$ cat src/rtl/l1sd_pkg.sv
package l1sd_pkg;
   localparam int KIND_W = 3;

   localparam logic [KIND_W-1:0] RQ_LOAD   = 3'd0;
   localparam logic [KIND_W-1:0] RQ_IFETCH = 3'd1;
   localparam logic [KIND_W-1:0] RQ_STORE  = 3'd2;
   localparam logic [KIND_W-1:0] RQ_ATOMIC = 3'd3;

   typedef enum logic [1:0] {
      EV_LOAD   = 2'd0,
      EV_IFETCH = 2'd1,
      EV_STORE  = 2'd2,
      EV_REPL   = 2'd3
   } l1sd_event_e;

   typedef enum logic [1:0] {
      PATH_OWN_HIT,
      PATH_EVICT_OTHER,
      PATH_OWN_FILL,
      PATH_EVICT_VICTIM
   } l1sd_path_e;
endpackage

$ cat src/rtl/l1sd_kind_decode.sv
module l1sd_kind_decode
   import l1sd_pkg::*;
(
   input  logic [KIND_W-1:0] kind,
   output l1sd_event_e       own_evt,
   output logic              want_icache,
   output logic              illegal
);
   always_comb begin
      own_evt     = EV_LOAD;
      want_icache = 1'b0;
      illegal     = 1'b0;
      unique case (kind)
         RQ_LOAD:   own_evt = EV_LOAD;
         RQ_IFETCH: begin
            own_evt     = EV_IFETCH;
            want_icache = 1'b1;
         end
         RQ_STORE,
         RQ_ATOMIC: own_evt = EV_STORE;
         default:   illegal = 1'b1;
      endcase
   end
endmodule

$ cat src/rtl/l1sd_route.sv
module l1sd_route
   import l1sd_pkg::*;
#(
   parameter int LINE_W = 32
) (
   input  logic              want_icache,
   input  logic [LINE_W-1:0] req_line,
   input  logic              i_hit,
   input  logic              i_free,
   input  logic [LINE_W-1:0] i_victim,
   input  logic              d_hit,
   input  logic              d_free,
   input  logic [LINE_W-1:0] d_victim,
   output l1sd_path_e        path,
   output logic [LINE_W-1:0] tgt_line,
   output logic              tgt_icache
);
   logic              own_hit, oth_hit, own_free;
   logic [LINE_W-1:0] own_victim;

   always_comb begin
      own_hit    = want_icache ? i_hit    : d_hit;
      oth_hit    = want_icache ? d_hit    : i_hit;
      own_free   = want_icache ? i_free   : d_free;
      own_victim = want_icache ? i_victim : d_victim;
   end

   // priority: proper hit, wrong-cache eviction, free way, victim eviction
   always_comb begin
      if (own_hit)       path = PATH_OWN_HIT;
      else if (oth_hit)  path = PATH_EVICT_OTHER;
      else if (own_free) path = PATH_OWN_FILL;
      else               path = PATH_EVICT_VICTIM;
   end

   always_comb begin
      tgt_line   = req_line;
      tgt_icache = want_icache;
      unique case (path)
         PATH_EVICT_OTHER:  tgt_icache = ~want_icache;
         PATH_EVICT_VICTIM: tgt_line   = own_victim;
         default: ;
      endcase
   end
endmodule

$ cat src/rtl/l1_split_dispatch.sv
module l1_split_dispatch
   import l1sd_pkg::*;
#(
   parameter int LINE_W = 32
) (
   input  logic              clk,
   input  logic              rst_n,
   input  logic              req_valid,
   input  logic [2:0]        req_kind,
   input  logic [LINE_W-1:0] req_line,
   output logic              req_ready,
   input  logic              icache_hit,
   input  logic              icache_free,
   input  logic [LINE_W-1:0] icache_victim,
   input  logic              dcache_hit,
   input  logic              dcache_free,
   input  logic [LINE_W-1:0] dcache_victim,
   output logic              evt_valid,
   input  logic              evt_ready,
   output logic [1:0]        evt_kind,
   output logic [LINE_W-1:0] evt_line,
   output logic              evt_icache,
   output logic              req_error
);
   generate
      if (LINE_W < 4) begin : g_bad_width
         $error("l1_split_dispatch: LINE_W must be at least 4");
      end
      if (KIND_W != 3) begin : g_bad_kind
         $error("l1_split_dispatch: request kind field must be 3 bits");
      end
   endgenerate

   l1sd_event_e       own_evt;
   logic              want_icache, illegal;
   l1sd_path_e        path;
   logic [LINE_W-1:0] tgt_line;
   logic              tgt_icache;
   logic              is_own;

   l1sd_kind_decode u_dec (
      .kind        (req_kind),
      .own_evt     (own_evt),
      .want_icache (want_icache),
      .illegal     (illegal)
   );

   l1sd_route #(.LINE_W(LINE_W)) u_route (
      .want_icache (want_icache),
      .req_line    (req_line),
      .i_hit       (icache_hit),
      .i_free      (icache_free),
      .i_victim    (icache_victim),
      .d_hit       (dcache_hit),
      .d_free      (dcache_free),
      .d_victim    (dcache_victim),
      .path        (path),
      .tgt_line    (tgt_line),
      .tgt_icache  (tgt_icache)
   );

   always_comb begin
      is_own     = (path == PATH_OWN_HIT) || (path == PATH_OWN_FILL);
      evt_valid  = req_valid && !illegal;
      evt_kind   = is_own ? own_evt : EV_REPL;
      evt_line   = tgt_line;
      evt_icache = tgt_icache;
      req_error  = req_valid && illegal;
      req_ready  = req_error || (evt_valid && is_own && evt_ready);
   end

   AST_ERR_DROPS: assert property (@(posedge clk) disable iff (!rst_n)
      req_error |-> (req_ready && !evt_valid));
   AST_REPL_HOLDS: assert property (@(posedge clk) disable iff (!rst_n)
      (evt_valid && evt_kind == EV_REPL) |-> !req_ready);
   AST_POP_ACCEPTED: assert property (@(posedge clk) disable iff (!rst_n)
      (req_ready && !req_error) |-> (evt_valid && evt_ready));
   AST_IFETCH_ICACHE: assert property (@(posedge clk) disable iff (!rst_n)
      (evt_valid && evt_kind == EV_IFETCH) |-> evt_icache);
   AST_FOREIGN_LINE_REPL: assert property (@(posedge clk) disable iff (!rst_n)
      (evt_valid && evt_line != req_line) |-> (evt_kind == EV_REPL));
   AST_NO_DUAL_TAG: assert property (@(posedge clk) disable iff (!rst_n)
      req_valid |-> !(icache_hit && dcache_hit));
   AST_IDLE_QUIET: assert property (@(posedge clk) disable iff (!rst_n)
      !req_valid |-> (!evt_valid && !req_ready && !req_error));
endmodule

$ cat config.mk
export PLATFORM = sky130hd
export DESIGN_NAME = l1_split_dispatch
export DESIGN_NICKNAME = d
export VERILOG_FILES = /design/src/rtl/l1sd_pkg.sv /design/src/rtl/l1sd_kind_decode.sv /design/src/rtl/l1sd_route.sv /design/src/rtl/l1_split_dispatch.sv
export SDC_FILE = /design/constraint.sdc
export NUM_CORES = 1
export LEC_CHECK = 0
export ABC_AREA = 0
export BUFFER_PORTS_ARGS = -buffer_cell sky130_fd_sc_hd__buf_4
export CAP_MARGIN = 20
export CELL_PAD_IN_SITES_DETAIL_PLACEMENT = 1
export CELL_PAD_IN_SITES_GLOBAL_PLACEMENT = 2
export CORE_ASPECT_RATIO = 0.8
export CORE_MARGIN = 10
export CORE_UTILIZATION = 11
export DETAILED_ROUTE_END_ITERATION = 6
export PLACE_DENSITY_LB_ADDON = 0.2
export SETUP_SLACK_MARGIN = 0.4
export SYNTH_ARGS = -nofsm -noshare
export SYNTH_HDL_FRONTEND = slang
export SYNTH_SLANG_ARGS = --single-unit
$ cat constraint.sdc
create_clock -name vclk -period 5.5
set_clock_uncertainty 0.2 [all_clocks]
set_input_delay 0.55 -clock vclk [all_inputs]
set_output_delay 0.55 -clock vclk [all_outputs]
set_load 0.02 [all_outputs]
==> results.json, run 1 <==
{
  "crit_type": "input port to primary output",
  "path_max_fanout": 32,
  "routabilityCongestion": 0.734,
  "synthAdderAreaFrac": 0,
  "final-hold-violation-count": 0,
  "p_sw_frac": 0.454,
  "fin_nets": 373,
  "outcome": "finished clean",
  "dieArea_um2": 11300,
  "place_area_um2": 1930,
  "p_leak_nw": 1.05,
  "finalNonFillerCells": 351,
  "hold_buffers": 0,
  "ir_drop_v": 0.0000240,
  "maxCapViolations": 0,
  "setup_violations": 0,
  "seqPwrFrac": 0,
  "post_cts_buffers": 0,
  "synth.avg_cell_area_um2": 6.28,
  "fin_tns_setup_ns": 0,
  "ys_warn_count": 0,
  "tightest_slew_ns": 0.588,
  "cts_resized": 0,
  "end_kind": "primary output",
  "path_depth": 7,
  "antennaDiodeCount": 0,
  "die_h_um": 97.0,
  "vias": 1431,
  "clkPwrFrac": 0,
  "crit_required_ns": 4.75,
  "crit_slowest_cell": "or4_1",
  "antenna_found_initial": 0,
  "finalCritPeriodShare": 0.629,
  "synth_top_family_by_area": "compound AO/OA/AOI/OAI gates",
  "synthCells": 130,
  "fin_crit_ns": 3.46,
  "final-seq-area_um2": 0,
  "syn-cell-area_um2": 816,
  "rsz0062_at_grt": "false",
  "io_pins": 145,
  "crit_chain": "buf_4, or3b_4, or4_1, buf_4, and2_4, a21oi_1, buf_4",
  "net-switching-power_mw": 0.0780,
  "crit_top_cell": "buf_4",
  "start_util": 0.116,
  "postLayoutCellArea_um2": 1930,
  "grt_use_total": 0.0967,
  "viasPerCell": 4.08,
  "relSlewSlack": 0.608,
  "overflow": 0,
  "critical_path.max_stage_delay_ns": 0.57,
  "core_area_um2": 7060,
  "drc_errors": 0,
  "syn_to_final_growth_pct": 137,
  "cp-startpoint": "req_kind[2]",
  "yosysSeqAreaShare": 0,
  "fp-row-count": 27,
  "dpl.cell_count": 351,
  "drt_iter0_drc": 33,
  "synthDistinctLibCells": 21,
  "hold_ws_ns": 1.19,
  "syn-num-nets": 237,
  "grt_max_degree": 33,
  "grt_pass1_wl_um": 8960,
  "synth.area.mux_share": 0.0123,
  "hp-start": "req_kind[2]",
  "synth-compound-area-share": 0.635,
  "timing.critical_path.buf_inv": 3,
  "synthSimpleGateAreaFrac": 0.0890,
  "comb_power_share": 1.000,
  "crit_end": "evt_line[0]",
  "hpwl_um": 5120,
  "chipWidth_um": 116,
  "arrival_ns": 2.71,
  "wl_um": 6020,
  "synthXorXnorAreaFrac": 0,
  "crit_family": "simple AND/OR/NAND/NOR gates",
  "wl_per_cell_um": 17.1,
  "critPathLaunchType": "input port",
  "layout-drive-gt1-share": 0.674,
  "hold_path_class": "input port to primary output",
  "power.density_nw_per_um2": 89.1,
  "drt_pass1_iterations": 4,
  "final_antenna_net_count": 0,
  "nFillCells": 913,
  "clock_buffers": 0,
  "slew_viol_final": 0,
  "p_int_mw": 0.0939,
  "io_buffers": 143,
  "flops_and_latches": 0,
  "grt_pass1_vias": 1484,
  "max_freq_ghz": 0.289
}
==> cell type report <==
cell class         count  area (um2)  share of cell area
repair buffers       145        1090               0.564
multi-input cells     84         601               0.311
inverters             35         131              0.0681
well taps             87         109              0.0564
==> stage by stage <==
step,setup slack [ns],total power [mW],utilization
6_report,2.04,0.172,0.273
3_5_place_dp,1.97,0.175,0.273
3_3_place_gp,1.96,0.174,0.273
5_1_grt,1.91,0.186,0.273
4_1_cts,1.97,0.175,0.273
2_1_floorplan,2.62,0.0754,-
==> how the worst min path moves through the flow <==
stage | slack [ns] | cells past startpoint | to
floorplan | 0.98 | 1 | evt_valid
global placement | 1.20 | 3 | evt_valid
detailed placement | 1.19 | 3 | evt_valid
CTS | 1.20 | 3 | evt_valid
global route | 1.21 | 3 | evt_valid
finish | 1.19 | 3 | evt_valid
==> kinds of logic (layout without fill, tap and decap cells) <==
family,count (synthesis),after routing
buffers and inverters,46,180
muxes,1,1
AOI/OAI and AO/OA,71,71
and+or+nand+nor,12,12
==> cells in the final DEF, fill, tap and decap left out, drive strengths merged <==
master	netlist	layout
nor2	2	2
a22oi	1	1
o22ai	33	33
or3b	1	1
nor3	1	1
a21oi	35	35
nand2	2	2
and2	2	2
nor2b	2	2
buf	5	145
a31o	1	1
or4	1	1
a21o	1	1
nand2b	1	1
inv	35	35
mux2i	1	1
==> synth_stat cells, drive strengths merged <==
master / number / area (um2)
inv: 35 / 131
or3b: 1 / 11.3
or4: 1 / 7.51
a21oi: 35 / 288
nand2b: 1 / 6.26
o22ai: 33 / 206
nor3: 1 / 5.00
nor2: 2 / 7.51
and2: 2 / 15.0
nand2: 2 / 7.51
a22oi: 1 / 7.51
nor2b: 2 / 12.5
mux2i: 1 / 10.0
clkbuf: 6 / 22.5
buf: 5 / 61.3
a21o: 1 / 7.51
a31o: 1 / 8.76
==> metal layers <==
metal  up-vias  part of all wire  track usage
met1       635              0.39        0.114
li1        735                 -            -
met2        61              0.53        0.182
met4         0                 0            0
met3         0             0.081       0.0203
met5         -                 0            0
==> power groups by stage <==
stage / clock network (mW) / registers, mW / logic, mW
after floorplan: 0 / 0 / 0.0754
after global placement: 0 / 0 / 0.174
after detailed placement: 0 / 0 / 0.175
after CTS: 0 / 0 / 0.175
after global routing: 0 / 0 / 0.186
final: 0 / 0 / 0.172
==> worst min-delay path, delay by kind of cell <==
kind / cells / cell delay, ns
buffers and inverters: 2 / 0.25
and+or+nand+nor: 1 / 0.04
No activity file was read; power rests on OpenSTA's default activity.
==> run 2: changes to the inputs <==
- CORE_UTILIZATION: 11 -> 10
- clock period: 5.5 -> 3.2 ns (I/O delays scaled with it)
==> results.json, run 2 (same netlist as run 1, synthesis figures left out) <==
{
  "path_max_fanout": 32,
  "io_pins": 145,
  "maxCapViolations": 0,
  "chipWidth_um": 121,
  "crit_top_cell": "buf_4",
  "rsz0062_at_grt": "false",
  "setup_violations": 0,
  "cts_resized": 0,
  "hpwl_um": 4970,
  "postLayoutSetupSlackWorst_ns": 0.599,
  "viasPerCell": 3.85,
  "fp-row-count": 29,
  "outcome": "finished clean",
  "post-place-ws_ns": 0.577,
  "post_cts_buffers": 0,
  "dieArea_um2": 12200,
  "crit_family": "simple AND/OR/NAND/NOR gates",
  "relSlewSlack": 0.614,
  "crit_required_ns": 2.68,
  "vias": 1434,
  "ir_drop_v": 0.0000352,
  "layout-drive-gt1-share": 0.674,
  "final-seq-area_um2": 0,
  "place_area_um2": 1960,
  "hold_buffers": 0,
  "finalCritPeriodShare": 0.813,
  "wl_per_cell_um": 16.2,
  "core_area_um2": 7950,
  "drc_errors": 0,
  "wl_um": 6020,
  "drt_pass1_iterations": 3,
  "path_depth": 7,
  "clock_buffers": 0,
  "fin_tns_setup_ns": 0,
  "max_freq_ghz": 0.384,
  "fin_crit_ns": 2.60,
  "p_leak_nw": 1.05,
  "antenna_found_initial": 0,
  "hold_path_class": "input port to primary output",
  "mostFrequentLayoutCell": "buf_4",
  "layout_common_cells": "buf_4, inv_1, o22ai_1",
  "critical_path.max_stage_delay_ns": 0.43,
  "tightest_slew_ns": 0.579,
  "grt_pass1_wl_um": 9020,
  "die_h_um": 101,
  "syn_to_final_growth_pct": 140,
  "crit_type": "input port to primary output",
  "whs_path_depth": 3,
  "drt_iter0_drc": 24,
  "antennaDiodeCount": 0,
  "final_antenna_net_count": 0,
  "critPathLaunchType": "input port",
  "cp-startpoint": "req_kind[2]",
  "grt_pass1_vias": 1604,
  "routabilityCongestion": 0.706,
  "grt_max_degree": 33,
  "slew_viol_final": 0,
  "crit_end": "evt_line[5]",
  "timing.critical_path.buf_inv": 3,
  "crit_chain": "buf_4, or3b_4, or4_1, buf_4, o22ai_1, a21oi_2, buf_4",
  "end_kind": "primary output",
  "io_buffers": 143,
  "fin_nets": 373,
  "start_util": 0.103,
  "grt_use_total": 0.0885,
  "postLayoutCellArea_um2": 1960,
  "overflow": 0,
  "power.density_nw_per_um2": 151,
  "final-hold-violation-count": 0,
  "flops_and_latches": 0,
  "crit_slowest_cell": "or4_1",
  "arrival_ns": 2.08
}
==> run 2: power by group <==
part | switching, mW | internal (mW) | leakage [nW] | total (mW)
registers | 0 | 0 | 0 | 0
logic | 0.134 | 0.161 | 1.05 | 0.295
clock network | 0 | 0 | 0 | 0
==> run 2: worst min-delay path by stage <==
| stage | slack, ns | to | startpoint |
|---|---|---|---|
| 2_1_floorplan | 0.52 | evt_valid | req_kind[2] |
| 3_3_place_gp | 0.74 | evt_valid | req_kind[2] |
| 3_5_place_dp | 0.74 | evt_valid | req_kind[2] |
| 4_1_cts | 0.74 | evt_valid | req_kind[2] |
| 5_1_grt | 0.74 | evt_valid | req_kind[2] |
| 6_report | 0.73 | evt_valid | req_kind[2] |
==> run 2: per-stage QoR <==
| step | power, mW | hold slack, ns | util | cells |
|---|---|---|---|---|
| global placement | 0.298 | 0.736 | 0.246 | 372 |
| floorplan | 0.130 | 0.518 | - | 130 |
| detailed placement | 0.300 | 0.735 | 0.246 | 372 |
| global route | 0.320 | 0.744 | 0.246 | 372 |
| CTS | 0.301 | 0.738 | 0.246 | 372 |
| finish | 0.295 | 0.733 | 0.246 | 372 |
==> run 2: layout make-up <==
| type | instances | area [um2] |
|---|---|---|
| fill | 997 | 5990 |
| inverter | 35 | 131 |
| multi-input combinational | 84 | 601 |
| tap | 108 | 135 |
| timing repair buffer | 145 | 1090 |
==> run 2: worst min-delay path: cells and delay by family <==
kind,cells,cell delay (ns)
buffers and inverters,2,0.25
AND/OR/NAND/NOR,1,0.04
==> run 2: layer usage <==
metal  global-route usage  up-vias  routed length, um
li1                     -      726                  -
met5                    0        -                  0
met2                0.162       69               2960
met3               0.0241        2                484
met4              0.00556        0                 40
met1                0.104      637               2530
==> run 3: changes to the inputs <==
- clock period: 3.2 -> 2.6 ns (I/O delays scaled with it)
==> results.json, run 3 (same netlist as run 1, synthesis figures left out) <==
{
  "max_freq_ghz": 0.426,
  "grt_pass1_wl_um": 9160,
  "fp-row-count": 29,
  "setup_violations": 0,
  "die_h_um": 101,
  "drc_errors": 0,
  "drt_pass1_iterations": 2,
  "critical_path.max_stage_delay_ns": 0.45,
  "mostFrequentLayoutCell": "buf_4",
  "crit_required_ns": 2.14,
  "hold_path_class": "input port to primary output",
  "vias": 1524,
  "crit_chain": "buf_6, or3b_4, or4_4, and2_4, buf_4, a21oi_4, buf_4",
  "antennaDiodeCount": 0,
  "slew_viol_final": 0,
  "hpwl_um": 5070,
  "core_area_um2": 7950,
  "wl_per_cell_um": 16.3,
  "overflow": 0,
  "viasPerCell": 3.98,
  "syn_to_final_growth_pct": 216,
  "grt_pass1_vias": 1625,
  "chipWidth_um": 121,
  "wl_um": 6220,
  "end_kind": "primary output",
  "rsz0062_at_grt": "true",
  "critPathLaunchType": "input port",
  "fin_tns_setup_ns": 0,
  "drt_iter0_drc": 28,
  "dieArea_um2": 12200,
  "grt_max_degree": 33,
  "finalCritPeriodShare": 0.903,
  "antenna_found_initial": 0,
  "timing.critical_path.buf_inv": 3,
  "p_leak_nw": 1.25,
  "crit_top_cell": "buf_4",
  "power.density_nw_per_um2": 186,
  "grt_use_total": 0.0915,
  "flops_and_latches": 0,
  "crit_family": "simple AND/OR/NAND/NOR gates",
  "relSlewSlack": 0.813,
  "crit_slowest_cell": "or4_4",
  "layout_common_cells": "buf_4, inv_1, buf_6",
  "fin_nets": 384,
  "outcome": "finished clean",
  "ir_drop_v": 0.0000478,
  "tightest_slew_ns": 0.280,
  "routabilityCongestion": 0.665,
  "hold_ws_ns": 0.587,
  "start_util": 0.103,
  "arrival_ns": 1.89,
  "io_buffers": 143,
  "final_antenna_net_count": 0,
  "final-hold-violation-count": 0,
  "fin_crit_ns": 2.35,
  "layout-drive-gt1-share": 0.749,
  "final-seq-area_um2": 0,
  "crit_type": "input port to primary output",
  "maxCapViolations": 0,
  "clock_buffers": 0,
  "path_max_fanout": 7,
  "io_pins": 145
}
## run 3: layout make-up
cell class / count / area (um2)
fillers: 928 / 5370
repair buffers: 156 / 1390
multi-input cells: 84 / 925
well taps: 108 / 135
inverters: 35 / 131
## run 3: repair_timing
item | 4_1_cts | 5_1_grt
hold buffers | 0 | 0
buffers inserted | 4 | 1
cloned | 2 | 1
pin swaps | 4 | 3
endpoints found under the setup margin | 32 | 32
resized for setup | 44 | 8
## run 3: where the power goes
group | leakage [nW] | internal [mW] | switching (mW)
logic | 1.25 | 0.274 | 0.206
registers | 0 | 0 | 0
clock network | 0 | 0 | 0
total | 1.25 | 0.274 | 0.206
## run 3: per-layer routing
layer,part of all wire,global-route usage,routed length (um)
met5,0,0,0
met4,0,0,0
met3,0.096,0.0342,595
met2,0.50,0.168,3140
met1,0.40,0.105,2490
## run 3: stage by stage
stage / setup WS, ns / total power, mW / instances / cell area, um2 / utilization
floorplan: 0.320 / 0.204 / 130 / 1040 / -
global placement: 0.100 / 0.420 / 375 / 2240 / 0.282
detailed placement: 0.0897 / 0.423 / 375 / 2240 / 0.282
CTS: 0.190 / 0.474 / 381 / 2520 / 0.317
global route: 0.214 / 0.511 / 383 / 2580 / 0.325
finish: 0.252 / 0.480 / 383 / 2580 / 0.325
## run 3: final timing paths
kind	start	end	slack (ns)	cells past startpoint
max	req_kind[1]	evt_line[25]	0.25	7
min	req_kind[2]	evt_valid	0.59	3
## run 3: worst min-delay path: stages
cell	delay, ns
buf_6	0.08
nor2b_1	0.04
buf_4	0.15
